==> config.mk <==
export PLATFORM = sky130hd
export DESIGN_NAME = cs_stream_engine
export DESIGN_NICKNAME = d
export VERILOG_FILES = /design/src/rtl/cs_pkg.sv /design/src/rtl/cs_interleaver.sv /design/src/rtl/cs_bank_ram.sv /design/src/rtl/cs_core.sv /design/src/rtl/cs_deinterleaver.sv /design/src/rtl/cs_stream_engine.sv
export SDC_FILE = /design/constraint.sdc
export NUM_CORES = 1
export LEC_CHECK = 0
export BUFFER_PORTS_ARGS = -buffer_cell sky130_fd_sc_hd__buf_2
export CAP_MARGIN = 5
export CORE_MARGIN = 5
export CORE_UTILIZATION = 55
export CTS_BUF_LIST = sky130_fd_sc_hd__clkbuf_4 sky130_fd_sc_hd__clkbuf_8 sky130_fd_sc_hd__clkbuf_16
export DETAILED_ROUTE_END_ITERATION = 16
export HOLD_SLACK_MARGIN = 0.15
export PLACE_DENSITY = 0.82
export SETUP_SLACK_MARGIN = 0.3
export SLEW_MARGIN = 20
export SYNTH_ARGS = -nofsm -noshare
export SYNTH_HDL_FRONTEND = slang
export SYNTH_SLANG_ARGS = --single-unit
==> constraint.sdc <==
create_clock -name clk -period 5 [get_ports clk]
set_clock_uncertainty 0.2 [all_clocks]
set_input_delay 1 -clock clk [delete_from_list [all_inputs] [get_ports clk]]
set_output_delay 1 -clock clk [all_outputs]
set_load 0.05 [all_outputs]
==> src/rtl/cs_pkg.sv <==
`timescale 1ns/1ps
package cs_pkg;
  // Round-robin successor of a slot index.
  function automatic int unsigned slot_next(input int unsigned cur, input int unsigned count);
    return (cur + 1 >= count) ? 0 : cur + 1;
  endfunction
endpackage

==> src/rtl/cs_interleaver.sv <==
`timescale 1ns/1ps
module cs_interleaver #(
  parameter int C  = 4,
  parameter int XW = 8,
  parameter int SW = 2
) (
  input  logic            clk,
  input  logic            rst,
  input  logic [C-1:0]    in_valid,
  input  logic [C-1:0]    in_clear,
  input  logic [C*XW-1:0] in_data,
  output logic [SW-1:0]   slot,
  output logic            beat_valid,
  output logic            beat_clear,
  output logic [XW-1:0]   beat_data
);
  import cs_pkg::*;

  always_ff @(posedge clk) begin
    if (rst) slot <= '0;
    else     slot <= SW'(slot_next(int'(slot), C));
  end

  always_comb begin
    beat_valid = in_valid[slot];
    beat_clear = in_clear[slot];
    beat_data  = in_data[int'(slot)*XW +: XW];
  end
endmodule

==> src/rtl/cs_bank_ram.sv <==
`timescale 1ns/1ps
module cs_bank_ram #(
  parameter int DW = 16,
  parameter int AW = 5
) (
  input  logic          clk,
  input  logic          we,
  input  logic [AW-1:0] waddr,
  input  logic [DW-1:0] wdata,
  input  logic [AW-1:0] raddr,
  output logic [DW-1:0] rdata
);
  localparam int DEPTH = 1 << AW;
  logic [DW-1:0] mem [DEPTH];

  always_ff @(posedge clk) begin
    if (we) mem[waddr] <= wdata;
    rdata <= mem[raddr];
  end
endmodule

==> src/rtl/cs_core.sv <==
`timescale 1ns/1ps
module cs_core #(
  parameter int C   = 4,
  parameter int XW  = 8,
  parameter int W   = 16,
  parameter int TAW = 3,
  parameter int SW  = 2
) (
  input  logic          clk,
  input  logic          rst,
  input  logic [SW-1:0] slot,
  input  logic          beat_valid,
  input  logic          beat_clear,
  input  logic [XW-1:0] beat_data,
  output logic [W-1:0]  res_data,
  output logic [SW-1:0] res_slot,
  output logic          res_upd
);
  localparam int D   = 1 << TAW;
  localparam int RAW = SW + TAW;
  localparam int NE  = 1 << RAW;

  logic [SW-1:0]  s1;
  logic           v1, c1, hit1;
  logic [XW-1:0]  x1;
  logic [W-1:0]   rd1, m1, acc_old, acc_new;
  logic [RAW-1:0] raddr, waddr;
  logic [NE-1:0]  written;
  logic [W-1:0]   chain [C];

  assign raddr = {slot, beat_data[TAW-1:0]};
  assign waddr = {s1, x1[TAW-1:0]};

  // stage 1 capture; table read runs in parallel
  always_ff @(posedge clk) begin
    if (rst) begin
      s1 <= '0; v1 <= 1'b0; c1 <= 1'b0; x1 <= '0; hit1 <= 1'b0;
    end else begin
      s1   <= slot;
      v1   <= beat_valid;
      c1   <= beat_clear;
      x1   <= beat_data;
      hit1 <= written[raddr];
    end
  end

  cs_bank_ram #(.DW(W), .AW(RAW)) u_ram (
    .clk  (clk),
    .we   (v1 && !c1),
    .waddr(waddr),
    .wdata(acc_new),
    .raddr(raddr),
    .rdata(rd1)
  );

  // entry-written flags give zero reads after reset or clear
  always_ff @(posedge clk) begin
    if (rst) written <= '0;
    else if (c1) begin
      for (int j = 0; j < D; j++) written[int'(s1)*D + j] <= 1'b0;
    end else if (v1) written[waddr] <= 1'b1;
  end

  // loop body: held value recirculates when idle
  always_comb begin
    m1      = hit1 ? rd1 : '0;
    acc_old = chain[C-1];
    if (c1)      acc_new = '0;
    else if (v1) acc_new = acc_old + W'(x1) + m1;
    else         acc_new = acc_old;
  end

  always_ff @(posedge clk) begin
    if (rst) chain[0] <= '0;
    else     chain[0] <= acc_new;
  end

  for (genvar i = 1; i < C; i++) begin : g_chain
    always_ff @(posedge clk) begin
      if (rst) chain[i] <= '0;
      else     chain[i] <= chain[i-1];
    end
  end

  always_ff @(posedge clk) begin
    if (rst) begin
      res_slot <= '0; res_upd <= 1'b0;
    end else begin
      res_slot <= s1;
      res_upd  <= v1 | c1;
    end
  end

  assign res_data = chain[0];
endmodule

==> src/rtl/cs_deinterleaver.sv <==
`timescale 1ns/1ps
module cs_deinterleaver #(
  parameter int C  = 4,
  parameter int W  = 16,
  parameter int SW = 2
) (
  input  logic           clk,
  input  logic           rst,
  input  logic [W-1:0]   res_data,
  input  logic [SW-1:0]  res_slot,
  input  logic           res_upd,
  output logic [C*W-1:0] out_result,
  output logic [C-1:0]   out_upd
);
  for (genvar k = 0; k < C; k++) begin : g_lane
    logic hit;
    assign hit = res_upd && (int'(res_slot) == k);
    always_ff @(posedge clk) begin
      if (rst) begin
        out_result[k*W +: W] <= '0;
        out_upd[k]           <= 1'b0;
      end else begin
        out_upd[k] <= hit;
        if (hit) out_result[k*W +: W] <= res_data;
      end
    end
  end
endmodule

==> src/rtl/cs_stream_engine.sv <==
`timescale 1ns/1ps
module cs_stream_engine #(
  parameter int C   = 4,
  parameter int XW  = 8,
  parameter int W   = 16,
  parameter int TAW = 3
) (
  input  logic           clk,
  input  logic           rst,
  input  logic [C-1:0]   in_valid,
  input  logic [C-1:0]   in_clear,
  input  logic [C*XW-1:0] in_data,
  output logic [C*W-1:0] out_result,
  output logic [C-1:0]   out_upd
);
  localparam int SW = (C > 1) ? $clog2(C) : 1;

  logic [SW-1:0] slot, res_slot;
  logic          beat_valid, beat_clear, res_upd;
  logic [XW-1:0] beat_data;
  logic [W-1:0]  res_data;

  cs_interleaver #(.C(C), .XW(XW), .SW(SW)) u_ilv (
    .clk(clk), .rst(rst), .in_valid(in_valid), .in_clear(in_clear),
    .in_data(in_data), .slot(slot), .beat_valid(beat_valid),
    .beat_clear(beat_clear), .beat_data(beat_data)
  );

  cs_core #(.C(C), .XW(XW), .W(W), .TAW(TAW), .SW(SW)) u_core (
    .clk(clk), .rst(rst), .slot(slot), .beat_valid(beat_valid),
    .beat_clear(beat_clear), .beat_data(beat_data),
    .res_data(res_data), .res_slot(res_slot), .res_upd(res_upd)
  );

  cs_deinterleaver #(.C(C), .W(W), .SW(SW)) u_dil (
    .clk(clk), .rst(rst), .res_data(res_data), .res_slot(res_slot),
    .res_upd(res_upd), .out_result(out_result), .out_upd(out_upd)
  );
endmodule

==> impl_metrics.yaml, run 1 <==
route:
  drtIter0Drc: 2286
  firstDrtPassIters: 8
  drc: 0
  vias_per_cell: 6.36
  num_vias: 16200
  wl_per_cell_um: 27.8
  route.antenna.remaining_nets: 0
  wl_um: 71100
yosys:
  yosys_register_bits: 710
  yosys-top-cells-area: "edfxtp_1 (56%), dfxtp_1 (15%), mux4_2 (11%)"
  synthArstFlopShare: 0
  synth-edff-count: 512
  yosys.area.top_type: "edfxtp_1"
  seq_area_frac_synth: 0.710
  ys.flop_type: "edfxtp_1"
  post_synth.cell_area_avg_sq_um: 16.2
  synth_nets: 1752
  yosysTopAreaCellShare: 0.565
  ys_warn_count: 0
  synth_area_sq_um: 27200
  synthesis.instances: 1679
  yosysUniqueCellTypes: 59
worst_hold_path:
  hp-class: "flop to flop"
timing:
  slew_headroom: 0.252
  post-route-min-period_ns: 4.15
  fin_ws_ns: 0.845
  setup_viol: 0
  hold_ws_ns: 0.226
  fmax_ghz: 0.241
  tightest_slew_ns: 1.12
  fin_setup_tns_ns: 0
  post-route-period-util: 0.831
  slew_violations: 0
  rsz0062_at_grt: "false"
  hold_violations: 0
final_layout:
  final_nets: 1908
  fin_util: 0.635
  drive_above_1_share: 0.246
  fillers: 3218
  synthToLayoutAreaGrowth_pct: 14.2
  finalNonFillerCells: 2555
  stdcell_area_sq_um: 31100
worst_setup_path:
  ff2ff_path_depth: 12
  cp.arrival_ns: 4.38
  regToRegSetupSlack_ns: 0.85
  critPathKind: "flop to flop"
  required_ns: 5.22
  setup.worst_path.end_class: "flop"
  critPathSlowestCell: "a21oi_2"
  critPathMaxStageDelay_ns: 0.80
  crit_end: "u_core.u_ram.mem[17][7]"
  timing.rr.end: "u_core.u_ram.mem[17][7]"
  crit_start: "u_core.hit1"
  regToRegStartpoint: "u_core.hit1"
  cp_common_cell: "fa_1"
  cp_max_fo: 17
  cp-start-kind: "flop"
  path_cells: "and2_1 > fa_1 > ha_1 > inv_1 > fa_1 > nor2b_1 > o31a_1 > o21a_1 > or3_1 > nand3_1 > a21oi_2 > buf_4"
floorplanning:
  core-area_sq_um: 49000
  die_w_um: 232
  row_count: 81
  dieArea_sq_um: 54000
  io_pins: 110
  die_y_um: 232
  start_util: 0.556
placement:
  dp_hpwl_um: 40900
  portBuffers: 109
  routabilityCongestion: 0.915
  dpl.cell_count: 2426
  place_area_sq_um: 28800
  place_ws_ns: 0.861
clocking:
  post_cts_resize_count: 0
  cts_setup_buffers: 0
  cts.sinks: 710
  cts_tree: "yes"
  cts_buffers: 70
  cts_buffer_depth: 3
  insertion_delay_ns: 0.61
  hold_buffers: 0
  clk_pin_slew_ns: 0.06
  root_buffer: "clkbuf_16"
  cts_max_level: 3
power_and_ir_drop:
  clockPowerShare: 0.396
  power_density_nw_per_um2: 419
  p_leak_nw: 10.8
  sw_frac_of_total: 0.235
  peakVddDrop_uv: 270
  p_int_mw: 9.97
  power_mw: 13.0
  p_seq_frac: 0.503
  p_comb_frac: 0.101
  power_switching_mw: 3.07
job:
  drv_cap: 0
global_route:
  gr-usage-all-layers: 0.264
  grt_max_degree: 75
  antenna_found_initial: 4
  grt_pass1_vias: 16200
  grt-ovfl-total: 0
  grt_pass1_wl_um: 105000
outcome:
  status: "completed"
==> flip-flops by register name, summed over array words and instances, names as in the netlist <==
register	flops
u_dil.out_result	64
u_core.hit1	1
u_core.res_slot	2
u_core.chain	64
u_core.v1	1
u_core.res_upd	1
u_core.written	32
u_core.s1	2
u_core.u_ram.mem	512
u_dil.out_upd	4
u_ilv.slot	2
u_core.c1	1
u_core.u_ram.rdata	16
u_core.x1	8
==> cells in the final DEF (no fill, tap or decap), drive strengths merged, types with 17 or more instances in the layout <==
| cell type | synthesis | routed |
|---|---|---|
| clkinv | 0 | 24 |
| nor2b | 68 | 68 |
| edfxtp | 512 | 512 |
| nand4 | 17 | 17 |
| nand3 | 19 | 19 |
| mux4 | 138 | 138 |
| ha | 22 | 22 |
| a22oi | 64 | 64 |
| nor2 | 97 | 97 |
| mux2i | 20 | 20 |
| a21oi | 115 | 115 |
| clkbuf | 57 | 93 |
| buf | 35 | 176 |
| dfxtp | 198 | 198 |
| nand2 | 160 | 160 |
==> logic make-up (layout without fill, tap and decap cells) <==
| kind of cell | Yosys count | in the layout | share of synthesized area |
|---|---|---|---|
| AO/OA/AOI/OAI | 232 | 232 | 0.0533 |
| buffers and inverters | 101 | 310 | 0.0176 |
| XOR/XNOR | 4 | 4 | 0.00129 |
| flip-flops | 710 | 710 | 0.710 |
| other | 0 | 3 | 0 |
| AND/OR/NAND/NOR | 435 | 435 | 0.0758 |
| multiplexers | 166 | 166 | 0.125 |
| adder cells (fa/ha/maj) | 31 | 31 | 0.0167 |
==> worst min-delay path by stage <==
stage	cells past startpoint	endpoint	slack (ns)	from
after floorplan	1	u_core.chain[1][0]	0.21	u_core.chain[0][16]
after global placement	1	u_core.chain[1][7]	0.22	u_core.chain[0][23]
after detailed placement	1	u_core.chain[1][2]	0.22	u_core.chain[0][18]
after CTS	1	u_core.chain[1][31]	0.23	u_core.chain[1][15]
after global routing	1	u_core.chain[1][0]	0.25	u_core.chain[0][16]
final	1	u_core.chain[1][0]	0.23	u_core.chain[0][16]
==> per-layer routing <==
layer / track usage / up-vias / part of all wire
li1: - / 6783 / -
met1: 0.346 / 8064 / 0.35
met2: 0.420 / 1187 / 0.48
met3: 0.0667 / 207 / 0.12
met4: 0.126 / 2 / 0.052
met5: 0 / - / 0.00018
==> Yosys cell counts (8+ instances only) <==
cell type	n
or3_1	9
buf_2	13
dfxtp_1	198
fa_1	9
nand3_1	19
nand2_1	160
and3_1	8
mux2i_1	20
mux2_2	8
a21oi_1	115
buf_6	9
nor2_1	97
nand4_1	17
mux4_2	138
nor2b_1	68
a22oi_1	64
nor3_1	15
o21ai_0	10
buf_1	9
inv_1	8
and2_1	16
ha_1	22
edfxtp_1	512
a211oi_1	9
clkbuf_1	57
==> power groups by stage <==
stage          clock network, mW  registers (mW)  logic, mW
2_1_floorplan                  0            6.60      0.920
3_3_place_gp                   0            6.67       1.24
3_5_place_dp                   0            6.67       1.27
4_1_cts                     5.21            6.55       1.30
5_1_grt                     5.51            6.55       1.40
6_report                    5.17            6.56       1.31
==> worst max-delay path, delay by kind of cell, from the launching register on <==
family	cells	cell delay, ns
compound gates	3	1.18
buf+inv	2	0.43
flops	1	0.44
simple gates	4	0.63
fa+ha+maj	3	1.08
==> layout make-up <==
type	count	area, sq um	share of cell area
sequential	710	19300	0.622
multi-input combinational	868	7550	0.243
clock buffer	93	1970	0.0635
timing repair buffer	176	1080	0.0347
tap	664	831	0.0267
clock inverter	32	275	0.00885
inverter	9	33.8	0.00109
antenna	3	7.51	0.000241
No activity file was read; power rests on OpenSTA's default activity.
==> inputs of run 2 (changes only) <==
--- a/config.mk
+++ b/config.mk
@@ -12,7 +12,7 @@
 export CTS_BUF_LIST = sky130_fd_sc_hd__clkbuf_4 sky130_fd_sc_hd__clkbuf_8 sky130_fd_sc_hd__clkbuf_16
 export DETAILED_ROUTE_END_ITERATION = 16
 export HOLD_SLACK_MARGIN = 0.15
-export PLACE_DENSITY = 0.82
+export PLACE_DENSITY = 0.85
 export SETUP_SLACK_MARGIN = 0.3
 export SLEW_MARGIN = 20
 export SYNTH_ARGS = -nofsm -noshare
==> constraint.sdc (replaced) <==
create_clock -name clk -period 3.35 [get_ports clk]
set_clock_uncertainty 0.2 [all_clocks]
set_input_delay 0.67 -clock clk [delete_from_list [all_inputs] [get_ports clk]]
set_output_delay 0.67 -clock clk [all_outputs]
set_load 0.05 [all_outputs]
==> impl_metrics.yaml, run 2 (same netlist as run 1, synthesis figures left out) <==
final_layout:
  diodes: 0
  fin_util: 0.672
  synthToLayoutAreaGrowth_pct: 20.9
  mostFrequentLayoutCells: "edfxtp_1 (512), dfxtp_1 (195), nand2_1 (159)"
  drive_above_1_share: 0.318
  final_nets: 2023
  largest_reg_flops: 512
  top_regs: "u_core.u_ram.mem: 512 flops, u_core.chain: 64 flops, u_dil.out_result: 64 flops"
  final_common_cell: "edfxtp_1"
  stdcell_area_sq_um: 32900
  regMostFlops: "u_core.u_ram.mem"
clocking:
  cts_buffer_depth: 3
  cts_buffers: 67
  hold_buffers: 0
  cts_max_level: 3
  root_buffer: "clkbuf_16"
  cts.sinks: 710
  clk_pin_slew_ns: 0.07
  insertion_delay_ns: 0.62
  cts_tree: "yes"
route:
  vias_per_cell: 6.84
  wl_um: 88200
  num_vias: 18200
  drc: 0
  wl_per_cell_um: 33.1
  drtIter0Drc: 3131
  route.antenna.remaining_nets: 0
  firstDrtPassIters: 6
floorplanning:
  die_w_um: 232
  start_util: 0.556
  die_y_um: 232
  io_pins: 110
  core-area_sq_um: 49000
  dieArea_sq_um: 54000
  row_count: 81
timing:
  post-route-min-period_ns: 3.62
  slew_violations: 0
  rsz0062_at_grt: "true"
  hold_violations: 0
  setup_viol: 290
  tightest_slew_ns: 1.23
  post-route-period-util: 1.08
  slew_headroom: 0.178
  fin_ws_ns: -0.268
  hold_ws_ns: 0.236
  fmax_ghz: 0.276
power_and_ir_drop:
  power_density_nw_per_um2: 612
  p_leak_nw: 11.6
  peakVddDrop_uv: 368
worst_setup_path:
  critPathKind: "flop to flop"
  setup.worst_path.end_class: "flop"
  cp.arrival_ns: 3.76
  required_ns: 3.49
  cp_max_fo: 8
  cp-start-kind: "flop"
placement:
  portBuffers: 109
  dp_hpwl_um: 43200
  routabilityCongestion: 0.927
  place_area_sq_um: 29400
worst_hold_path:
  hp-class: "flop to flop"
global_route:
  gr-usage-all-layers: 0.304
  grt-ovfl-total: 0
  grt_max_degree: 52
  grt_pass1_wl_um: 118000
  grt_pass1_vias: 17400
  antenna_found_initial: 1
outcome:
  status: "complete, but fails checks"
  violations: "setup timing"
job:
  drv_cap: 0
-- run 2: worst paths after layout --
check                                    startpoint                 endpoint  slack, ns  depth (start not counted)
worst max-delay path                    u_core.hit1  u_core.u_ram.mem[2][15]      -0.27                         12
worst max register to register          u_core.hit1  u_core.u_ram.mem[2][15]      -0.27                         12
worst min register to register  u_core.chain[0][24]       u_core.chain[1][8]       0.24                          1
worst min-delay path            u_core.chain[0][24]       u_core.chain[1][8]       0.24                          1
-- run 2: layer usage --
metal,part of all wire,GRT usage,vias to the layer above
met5,0.00031,0,-
met3,0.12,0.0693,505
met2,0.47,0.488,1759
met4,0.092,0.197,2
li1,-,-,7032
met1,0.31,0.376,8914
-- run 2: final cells by class --
cell class	instances	area, sq um
Sequential cell	710	19300
Multi-Input combinational cell	885	8230
Inverter	9	33.8
Clock buffer	86	1890
Timing Repair Buffer	277	2230
Fill cell	2922	16000
Tap cell	664	831
Clock inverter	33	352
-- run 2: critical path, cell delays in order (launching register included) --
cell and delay (ns):
dfxtp_4 0.38, buf_4 0.16, and2_1 0.15, fa_1 0.47, ha_1 0.31, o21ai_0 0.11, a21oi_2 0.26, buf_4 0.15
o211ai_1 0.11, a21oi_2 0.23, mux2i_2 0.24, buf_6 0.17, mux2_4 0.38
-- run 2: metrics by stage --
stage / setup slack [ns] / TNS (ns) / power, mW / instances
3_3_place_gp: -0.286 / -39.01 / 11.9 / 2478
3_5_place_dp: -0.468 / -68.55 / 12.0 / 2478
6_report: -0.268 / -44.11 / 20.1 / 2664
4_1_cts: -0.106 / -9.92 / 19.8 / 2641
5_1_grt: -0.283 / -48.52 / 20.6 / 2664
2_1_floorplan: 0.0777 / 0 / 11.2 / 1679
-- run 2: what timing repair did --
action | CTS | global route
endpoints found under the hold margin | 0 | 0
buffers inserted | 28 | 14
endpoints found under the setup margin | 428 | 515
gates resized for setup | 57 | 49
gates cloned | 16 | 9
pin swaps | 19 | 16
-- run 2: where the power goes --
part	internal, mW	switching (mW)
Combinational	1.07	1.50
Sequential	9.60	0.121
Clock	4.49	3.36
